**src/rtl/sld_pkg.sv**
```systemverilog
package sld_pkg;
   // Reason a single entry reports a hit against the presented load.
   typedef enum logic [1:0] {
      HIT_NONE  = 2'd0,
      HIT_EXACT = 2'd1,
      HIT_BELOW = 2'd2,
      HIT_ABOVE = 2'd3
   } hit_kind_e;
endpackage

```
**src/rtl/sld_store_table.sv**
```systemverilog
module sld_store_table #(
   parameter int BASE_W = 16,
   parameter int OFS_W  = 64,
   parameter int SIZE_W = 8,
   parameter int DEPTH  = 4
) (
   input  logic                          clk,
   input  logic                          rst_n,
   input  logic                          grp_clr,
   input  logic                          st_vld,
   input  logic [BASE_W-1:0]             st_base,
   input  logic [OFS_W-1:0]              st_ofs,
   input  logic [SIZE_W-1:0]             st_size,
   output logic [DEPTH-1:0]              ent_vld,
   output logic [DEPTH-1:0][BASE_W-1:0]  ent_base,
   output logic [DEPTH-1:0][OFS_W-1:0]   ent_ofs,
   output logic [DEPTH-1:0][SIZE_W-1:0]  ent_size
);
   localparam int CNT_W = $clog2(DEPTH + 1);
   localparam logic [CNT_W-1:0] FULL = CNT_W'(DEPTH);

   logic [CNT_W-1:0] cnt_q;
   logic             wr_en;
   logic [CNT_W-1:0] wr_idx;

   assign wr_en  = st_vld && (grp_clr || (cnt_q < FULL));
   assign wr_idx = grp_clr ? '0 : cnt_q;

   always_ff @(posedge clk) begin
      if (!rst_n) begin
         cnt_q <= '0;
      end else if (wr_en) begin
         cnt_q <= grp_clr ? CNT_W'(1) : cnt_q + CNT_W'(1);
      end else if (grp_clr) begin
         cnt_q <= '0;
      end
   end

   for (genvar i = 0; i < DEPTH; i++) begin : g_slot
      assign ent_vld[i] = (cnt_q > CNT_W'(i));
      always_ff @(posedge clk) begin
         if (wr_en && (wr_idx == CNT_W'(i))) begin
            ent_base[i] <= st_base;
            ent_ofs[i]  <= st_ofs;
            ent_size[i] <= st_size;
         end
      end
   end


   cnt_bound_chk: assert property (@(posedge clk) disable iff (!rst_n)
      cnt_q <= FULL);

   full_drop_chk: assert property (@(posedge clk) disable iff (!rst_n)
      (cnt_q == FULL && st_vld && !grp_clr) |=> (cnt_q == FULL));

   store_inc_chk: assert property (@(posedge clk) disable iff (!rst_n)
      (st_vld && !grp_clr && cnt_q < FULL) |=> (cnt_q == $past(cnt_q) + CNT_W'(1)));

   clr_empty_chk: assert property (@(posedge clk) disable iff (!rst_n)
      (grp_clr && !st_vld) |=> (ent_vld == '0));

   clr_store_chk: assert property (@(posedge clk) disable iff (!rst_n)
      (grp_clr && st_vld) |=> (ent_vld == DEPTH'(1)));
endmodule

```
**src/rtl/sld_range_cmp.sv**
```systemverilog
module sld_range_cmp
   import sld_pkg::*;
#(
   parameter int BASE_W = 16,
   parameter int OFS_W  = 64,
   parameter int SIZE_W = 8
) (
   input  logic              e_vld,
   input  logic [BASE_W-1:0] e_base,
   input  logic [OFS_W-1:0]  e_ofs,
   input  logic [SIZE_W-1:0] e_size,
   input  logic [BASE_W-1:0] l_base,
   input  logic [OFS_W-1:0]  l_ofs,
   input  logic [SIZE_W-1:0] l_size,
   output hit_kind_e         kind
);
   // Two guard bits: one for the sign extension, one for the carry.
   localparam int SUM_W = OFS_W + 2;

   logic signed [SUM_W-1:0] s_lo, s_hi, l_lo, l_hi;

   assign s_lo = SUM_W'($signed(e_ofs));
   assign l_lo = SUM_W'($signed(l_ofs));
   assign s_hi = s_lo + $signed(SUM_W'(e_size));
   assign l_hi = l_lo + $signed(SUM_W'(l_size));

   always_comb begin
      kind = HIT_NONE;
      if (e_vld && (e_base == l_base)) begin
         if (s_lo == l_lo)     kind = HIT_EXACT;
         else if (s_lo < l_lo) kind = (s_hi > l_lo) ? HIT_BELOW : HIT_NONE;
         else                  kind = (l_hi > s_lo) ? HIT_ABOVE : HIT_NONE;
      end
   end
endmodule

```
**src/rtl/grp_overlap_det.sv**
```systemverilog
module grp_overlap_det
   import sld_pkg::*;
#(
   parameter int BASE_W = 16,
   parameter int OFS_W  = 64,
   parameter int SIZE_W = 8,
   parameter int DEPTH  = 4
) (
   input  logic              clk,
   input  logic              rst_n,
   input  logic              grp_clr,
   input  logic              st_vld,
   input  logic [BASE_W-1:0] st_base,
   input  logic [OFS_W-1:0]  st_ofs,
   input  logic [SIZE_W-1:0] st_size,
   input  logic              ld_vld,
   input  logic [BASE_W-1:0] ld_base,
   input  logic [OFS_W-1:0]  ld_ofs,
   input  logic [SIZE_W-1:0] ld_size,
   output logic              conflict
);
   if (DEPTH < 1) begin : g_bad_depth
      $error("grp_overlap_det: DEPTH must be at least 1");
   end
   if (BASE_W < 1) begin : g_bad_base
      $error("grp_overlap_det: BASE_W must be at least 1");
   end
   if (SIZE_W >= OFS_W) begin : g_bad_size
      $error("grp_overlap_det: SIZE_W must be narrower than OFS_W");
   end

   logic [DEPTH-1:0]             ent_vld;
   logic [DEPTH-1:0][BASE_W-1:0] ent_base;
   logic [DEPTH-1:0][OFS_W-1:0]  ent_ofs;
   logic [DEPTH-1:0][SIZE_W-1:0] ent_size;
   logic [DEPTH-1:0]             hit_vec;

   sld_store_table #(
      .BASE_W(BASE_W), .OFS_W(OFS_W), .SIZE_W(SIZE_W), .DEPTH(DEPTH)
   ) u_table (
      .clk      (clk),
      .rst_n    (rst_n),
      .grp_clr  (grp_clr),
      .st_vld   (st_vld),
      .st_base  (st_base),
      .st_ofs   (st_ofs),
      .st_size  (st_size),
      .ent_vld  (ent_vld),
      .ent_base (ent_base),
      .ent_ofs  (ent_ofs),
      .ent_size (ent_size)
   );

   for (genvar i = 0; i < DEPTH; i++) begin : g_cmp
      hit_kind_e kind;
      sld_range_cmp #(
         .BASE_W(BASE_W), .OFS_W(OFS_W), .SIZE_W(SIZE_W)
      ) u_cmp (
         .e_vld  (ent_vld[i]),
         .e_base (ent_base[i]),
         .e_ofs  (ent_ofs[i]),
         .e_size (ent_size[i]),
         .l_base (ld_base),
         .l_ofs  (ld_ofs),
         .l_size (ld_size),
         .kind   (kind)
      );
      assign hit_vec[i] = (kind != HIT_NONE);
   end

   assign conflict = ld_vld && (|hit_vec);


   no_ld_quiet_chk: assert property (@(posedge clk) disable iff (!rst_n)
      !ld_vld |-> !conflict);

   empty_quiet_chk: assert property (@(posedge clk) disable iff (!rst_n)
      (ent_vld == '0) |-> !conflict);

   reset_empty_chk: assert property (@(posedge clk)
      $past(!rst_n) |-> (ent_vld == '0));
endmodule

```
**config.mk**
```make
export PLATFORM = sky130hd
export DESIGN_NAME = grp_overlap_det
export DESIGN_NICKNAME = d
export VERILOG_FILES = /design/src/rtl/sld_pkg.sv /design/src/rtl/sld_store_table.sv /design/src/rtl/sld_range_cmp.sv /design/src/rtl/grp_overlap_det.sv
export SDC_FILE = /design/constraint.sdc
export NUM_CORES = 2
export LEC_CHECK = 0
export BUFFER_PORTS_ARGS = -buffer_cell sky130_fd_sc_hd__buf_4
export CAP_MARGIN = 5
export CELL_PAD_IN_SITES_DETAIL_PLACEMENT = 0
export CELL_PAD_IN_SITES_GLOBAL_PLACEMENT = 1
export CORE_ASPECT_RATIO = 0.75
export CORE_MARGIN = 5
export CORE_UTILIZATION = 55
export CTS_BUF_LIST = sky130_fd_sc_hd__clkbuf_8
export DETAILED_ROUTE_END_ITERATION = 8
export PLACE_DENSITY_LB_ADDON = 0.1
export REMOVE_ABC_BUFFERS = 1
export SYNTH_ARGS = -nofsm -noshare
export SYNTH_HDL_FRONTEND = slang
export SYNTH_SLANG_ARGS = --single-unit
```
**constraint.sdc**
```tcl
create_clock -name clk -period 15.7 [get_ports clk]
set_clock_uncertainty 0.1 [all_clocks]
set_input_delay 3.14 -clock clk [delete_from_list [all_inputs] [get_ports clk]]
set_output_delay 3.14 -clock clk [all_outputs]
set_load 0.05 [all_outputs]
```
## Word level (Yosys, flattened, before mapping)

Cells that the tools add are included.

| word-level totals | value |
|---|---|
| register bits | 355 |
| input port bits | 181 |
| output and inout port bits | 1 |
| logic and storage cells | 87 |

| cells by class | value |
|---|---|
| add/sub/neg operators | 6 |
| $lt $le $gt $ge | 17 |
| equality and inequality tests | 11 |
| multiplexer cells | 23 |
| reduce and logical (&&, ||, !) cells | 17 |

Operators by type and width:

| cell | count |
|---|---|
| $gt 65x64->1 | 8 |
| $add 64x9->65 | 5 |
| $eq 64x64->1 | 4 |
| $lt 64x64->1 | 4 |
| $eq 16x16->1 | 4 |
| $mux 2 | 20 |
| $logic_and 1x1->1 | 10 |
| $mux 3 | 3 |
| $reduce_bool 2->1 | 4 |
| $eq 3x2->1 const B | 2 |
| $gt 3x1->1 const B | 2 |
| $gt 3x2->1 const B | 2 |
| $reduce_or 4->1 | 1 |
| $add 3x1->3 const B | 1 |
| $eq 3x1->1 const B | 1 |
| $logic_not 3->1 | 1 |
| $lt 3x3->1 const B | 1 |
| $logic_or 1x1->1 | 1 |

## Logic depth before layout (Yosys ltp)

| logic depth | value |
|---|---|
| word-level depth | 9 |
| depth in mapped cells | 24 |
| depth with buffers taken out | 23 |

## Cells and area by module

A second synthesis with hierarchy kept.

| unflattened totals | value |
|---|---|
| cell total of the unflattened synthesis | 4,547 |
| area total of the unflattened synthesis | 40,988.1 um^2 |

By module, submodules not included:

| module | times used | cells each | area an instance (um^2) | seq. area each (um^2) |
|---|---|---|---|---|
| sld_range_cmp at g_cmp[0].u_cmp ... | 3 | 1,040 | 7,518.5 | 0.0 |
| sld_store_table | 1 | 386 | 10,826.6 | 10,630.2 |
| sld_range_cmp at g_cmp[2].u_cmp | 1 | 1,038 | 7,586.0 | 0.0 |
| grp_overlap_det | 1 | 3 | 20.0 | 0.0 |

## Worst setup path before layout

OpenSTA, ideal clock, no wires.

| timing | value |
|---|---|
| path kind | input -> output |
| from | in ld_ofs[0] |
| to | out conflict |
| data arrival time | 8,290 ps |
| required time | 12,460 ps |
| slack | 4,170 ps |
| stages | 21 |
| buffers on the path | 0 |
| path through | ha_1 -> fa_1 -> a21o_1 -> a21oi_1 -> o21bai_1 -> a21oi_1 -> o21bai_1 -> a21oi_1 -> nor3_1 -> nand3_1 -> xnor2_1 -> ha_1 -> nand4_1 -> or3_1 -> or4_1 -> nor4_1 -> a21boi_0 -> o21ai_0 -> a211oi_1 -> o31a_1 -> o221ai_1 |

| between the ends | value |
|---|---|
| word-level cells in the longest chain between the ends | 9 |
| elaborated cells between the ends (all ways) | 43 |
| those cells by class | 1 x add/sub; 12 x order compare; 4 x eq/ne; 20 x mux; 6 x reduce/logical |

Ends and longest elaborated chain:

| element | line | source |
|---|---|---|
| start: declaration | grp_overlap_det.sv:18 | `input logic [OFS_W-1:0] ld_ofs,` |
| $add 64x9->65 | sld_range_cmp.sv:25 | `assign l_hi = l_lo + $signed(SUM_W'(l_size));` |
| $gt 65x64->1 | sld_range_cmp.sv:32 | `else kind = (l_hi > s_lo) ? HIT_ABOVE : HIT_NONE;` |
| $mux 2 | sld_range_cmp.sv:32 |  |
| $mux 2 | sld_range_cmp.sv:31 | `else if (s_lo < l_lo) kind = (s_hi > l_lo) ? HIT_BELOW : HIT_NONE;` |
| $mux 2 | sld_range_cmp.sv:30 | `if (s_lo == l_lo) kind = HIT_EXACT;` |
| $mux 2 | sld_range_cmp.sv:29 | `if (e_vld && (e_base == l_base)) begin` |
| $reduce_bool 2->1 | grp_overlap_det.sv:68 | `assign hit_vec[i] = (kind != HIT_NONE);` |
| $reduce_or 4->1 * | grp_overlap_det.sv:71 | `assign conflict = ld_vld && (\|hit_vec);` |
| $logic_and 1x1->1 * | grp_overlap_det.sv:71 |  |
| end: declaration | grp_overlap_det.sv:20 | `output logic conflict` |

Mark *: on every way between the ends. The rest lies on a longest branch, timed or not.

## Final worst setup path

| timing | value |
|---|---|
| from | in ld_ofs[14] |
| to | out conflict |

The elaborated chain is that of the path after synthesis.

==> results.cfg <==
[layout]
finalNetCount = 5063
drive_above_1_share_pct = 8.28
area_growth_pct = 11.0
fillers = 5656

[synthesis]
synth-seq-cells = 355
synth_edf_count = 352
synth_async_sr_flop_share_pct = 0
ys.flop_type = edfxtp_1
yosysSeqAreaShare_pct = 29.5
yosys_warnings = 0
synth_top_area_share_pct = 29.3
yosys-top-cells-area = edfxtp_1, ha_1, xnor2_1, a21oi_1, inv_1
synth_top_area_cell = edfxtp_1
avgSynthCellArea_um2 = 9.48
syn_area_um2 = 36000
synth_cell_types = 76
postSynthCellCount = 3800

[sta]
fin_crit_sh_pct = 81.4
rsz0062_at_grt = no
tns_ns = 0
min_period_ns = 12.78
finalHoldViolations = 0
max_freq_ghz = 0.0783
maxSlewHeadroom_pct = 1.51
setup_viol = 0
hold_slack_ns = 0.549
maxSlewViolCount = 0
tightestPinTransition_ns = 1.46

[worst_setup_path]
ff2ff_path_depth = 4
cp-endpoint = conflict
crit_slowest_cell = nor4_1
cp.required_ns = 12.46
r2r_slack_ns = 12.90
cp_common_cell = buf_4
path_max_fanout = 13
cpPeakStageDelay_ns = 0.71
arrival_ns = 9.54
critPathLaunch = ld_ofs[14]
reg2reg_from = u_table.cnt_q[1]
crit_path_end_kind = output port
worstReg2RegEnd = u_table.ent_ofs[150]
crit_path_cell_trace = buf_4 -> and4_1 -> nand3_1 -> nor4_1 -> nand2_1 -> nor2_1 -> nand2_1 -> or2_2 -> nor3_1 -> buf_4 -> nand3_1 -> xnor2_1 -> ha_1 -> nand4_1 -> or3_1 -> or4_1 -> nor4_1 -> a21boi_0 -> o21ai_0 -> a211oi_1 -> o31a_1 -> o221ai_1 -> buf_4
critical_path_class = primary input to output port
cp-start-kind = primary input

[global_route]
grt_max_degree = 61
grt_pass1_wl_um = 190000
grt.overflow.total = 0
track_usage_pct = 35.6
grt_pass1_vias = 29000
antenna_found_initial = 5

[clock_tree]
cts.sinks = 355
ctsHoldBuffers = 0
clkSlewWorstSetupHoldPaths_ns = 0.06
cts_tree = built
root_buffer = clkbuf_8
post_cts.repair.setup_buffers = 0
htreeDepth = 2
cts_buffers = 60
ctsResizeCount = 0
clock_latency_ns = 0.74
clockBufferDepth = 3

[place]
portBuffers = 181
place_congestion = 1.01
place_hpwl_um = 107000

[power]
cellLeakagePower_nw = 17.3
ir_worst_vdd_uv = 97.1
power_density_nw_per_um2 = 64.5

[routing]
drt_first_iter_violations = 3559
top_layer_used = met5
post_drt_wl_per_cell_um = 26.1
num_vias = 31300
via_per_inst = 6.28
wl_met1_um = 58600
route.met2.wl_um = 52500
ant_nets = 0
drcViolationCount = 0
drt_wl_total_um = 130000
wl_met3_um = 14800
drtPass1Iterations = 6

[min_path]
hold_path.class = flop to flop
holdPathStages = 2

[floorplan]
die_w_um = 305
fp.dieH_um = 232
initial_core_util_pct = 55.4
dieArea_um2 = 70800
io_pins = 182
core_um2 = 65100
fp-row-count = 81

[status]
outcome = finished, violations left
violations = max-capacitance violations

[job]
maxCapViolCount = 1
-- power breakdown --
| group | internal, mW | leakage (nW) | switching, mW |
|---|---|---|---|
| clock network | 0.482 | 0.681 | 0.433 |
| registers | 1.07 | 3.26 | 0.0236 |
| logic | 0.217 | 13.3 | 0.355 |
-- area by class of cell --
cell class                 count  area (um^2)  area share [%]
multi-input combinational   3058        24000            60.0
tap                          871         1090            2.73
timing repair buffer         211         1580            3.96
inverter                     372         1400            3.49
antenna                        1         2.50         0.00626
sequential                   355        10600            26.6
clock inverter                51          453            1.13
clock buffer                  60          826            2.07
-- worst min-delay path by stage --
stage / startpoint / slack [ns] / to
final: u_table.cnt_q[2] / 0.55 / u_table.cnt_q[2]
after global routing: u_table.cnt_q[2] / 0.60 / u_table.cnt_q[2]
after global placement: u_table.cnt_q[2] / 0.54 / u_table.cnt_q[2]
after CTS: u_table.cnt_q[2] / 0.54 / u_table.cnt_q[2]
after detailed placement: u_table.cnt_q[2] / 0.53 / u_table.cnt_q[2]
after floorplan: u_table.cnt_q[2] / 0.44 / u_table.cnt_q[2]
-- per-layer routing --
metal / up-vias / GRT usage, %
li1: 14700 / -
met1: 14800 / 53.3
met2: 1535 / 51.8
met3: 226 / 8.42
met4: 6 / 8.88
met5: - / 0
-- metrics by stage --
stage	instance area (um^2)	util (%)	setup slack [ns]	total power [mW]	instances
after CTS	40000	61.4	3.00	2.57	4978
after detailed placement	38700	59.4	3.01	1.66	4867
after global placement	38700	59.4	2.36	1.66	4866
after global routing	40000	61.4	2.35	2.70	4978
final	40000	61.4	2.92	2.58	4979
after floorplan	35900	-	3.42	1.44	3785
-- flip-flops by register name (all words and copies together), names as in the netlist --
| signal | flops |
|---|---|
| u_table.ent_base | 64 |
| u_table.ent_ofs | 256 |
| u_table.ent_size | 32 |
| u_table.cnt_q | 3 |
-- cells in the final DEF (no fill, tap or decap), types with 10 or more instances in the layout --
master / netlist / final
nand2_1: 295 / 295
clkinv_1: 0 / 15
a21o_1: 88 / 88
nor2_1: 169 / 168
o21bai_1: 26 / 26
xnor2_1: 331 / 331
a221oi_1: 29 / 29
xor2_1: 41 / 41
nand4_1: 187 / 187
nor4_1: 65 / 62
o211ai_1: 11 / 11
clkinv_2: 0 / 10
nor3_1: 97 / 94
edfxtp_1: 352 / 352
clkbuf_8: 0 / 60
inv_1: 372 / 382
o21ai_0: 108 / 107
and2_1: 10 / 10
ha_1: 819 / 819
nor2b_1: 19 / 19
buf_4: 0 / 211
or4_1: 16 / 16
and3_1: 25 / 25
a211oi_1: 29 / 29
nand3_1: 177 / 177
and4_1: 20 / 20
a21oi_1: 336 / 336
nand2b_1: 15 / 15
or3_1: 18 / 18
-- logic make-up after synthesis --
logic type | Yosys count | synth area share, %
buf+inv | 387 | 4.08
xor+xnor | 376 | 9.23
flops | 355 | 29.5
mux | 5 | 0.142
fa+ha+maj | 824 | 28.7
simple gates | 1155 | 16.6
compound gates | 698 | 11.7
-- worst max-delay path: cells and delay by family --
family,cells,cell delay [ns]
buffers and inverters,3,0.62
adders and majority gates,1,0.21
xor gates and xnor gates,1,0.37
AOI/OAI and AO/OA,5,1.03
and+or+nand+nor,13,4.11
-- synthesized netlist by cell type, types with 6 or more instances --
library cell	number
inv_1	372
or4_1	16
o21a_1	9
a21boi_0	8
nor2b_1	19
nor4_1	65
and4_1	20
o21ai_0	108
a211oi_1	29
a21o_1	88
nor4_2	6
edfxtp_1	352
ha_1	819
nor2_1	169
nand4_1	187
nand2_1	295
a31oi_1	6
a221oi_1	29
and2_1	10
and3_1	25
xnor2_1	331
nand2b_1	15
nor4b_1	10
o21bai_1	26
o22ai_1	6
nand3_1	177
xor2_1	41
clkbuf_1	11
or3_1	18
a21oi_1	336
a2111oi_0	7
nor3_1	97
o211ai_1	11
Note: power is estimated with default switching activity, not from simulation.
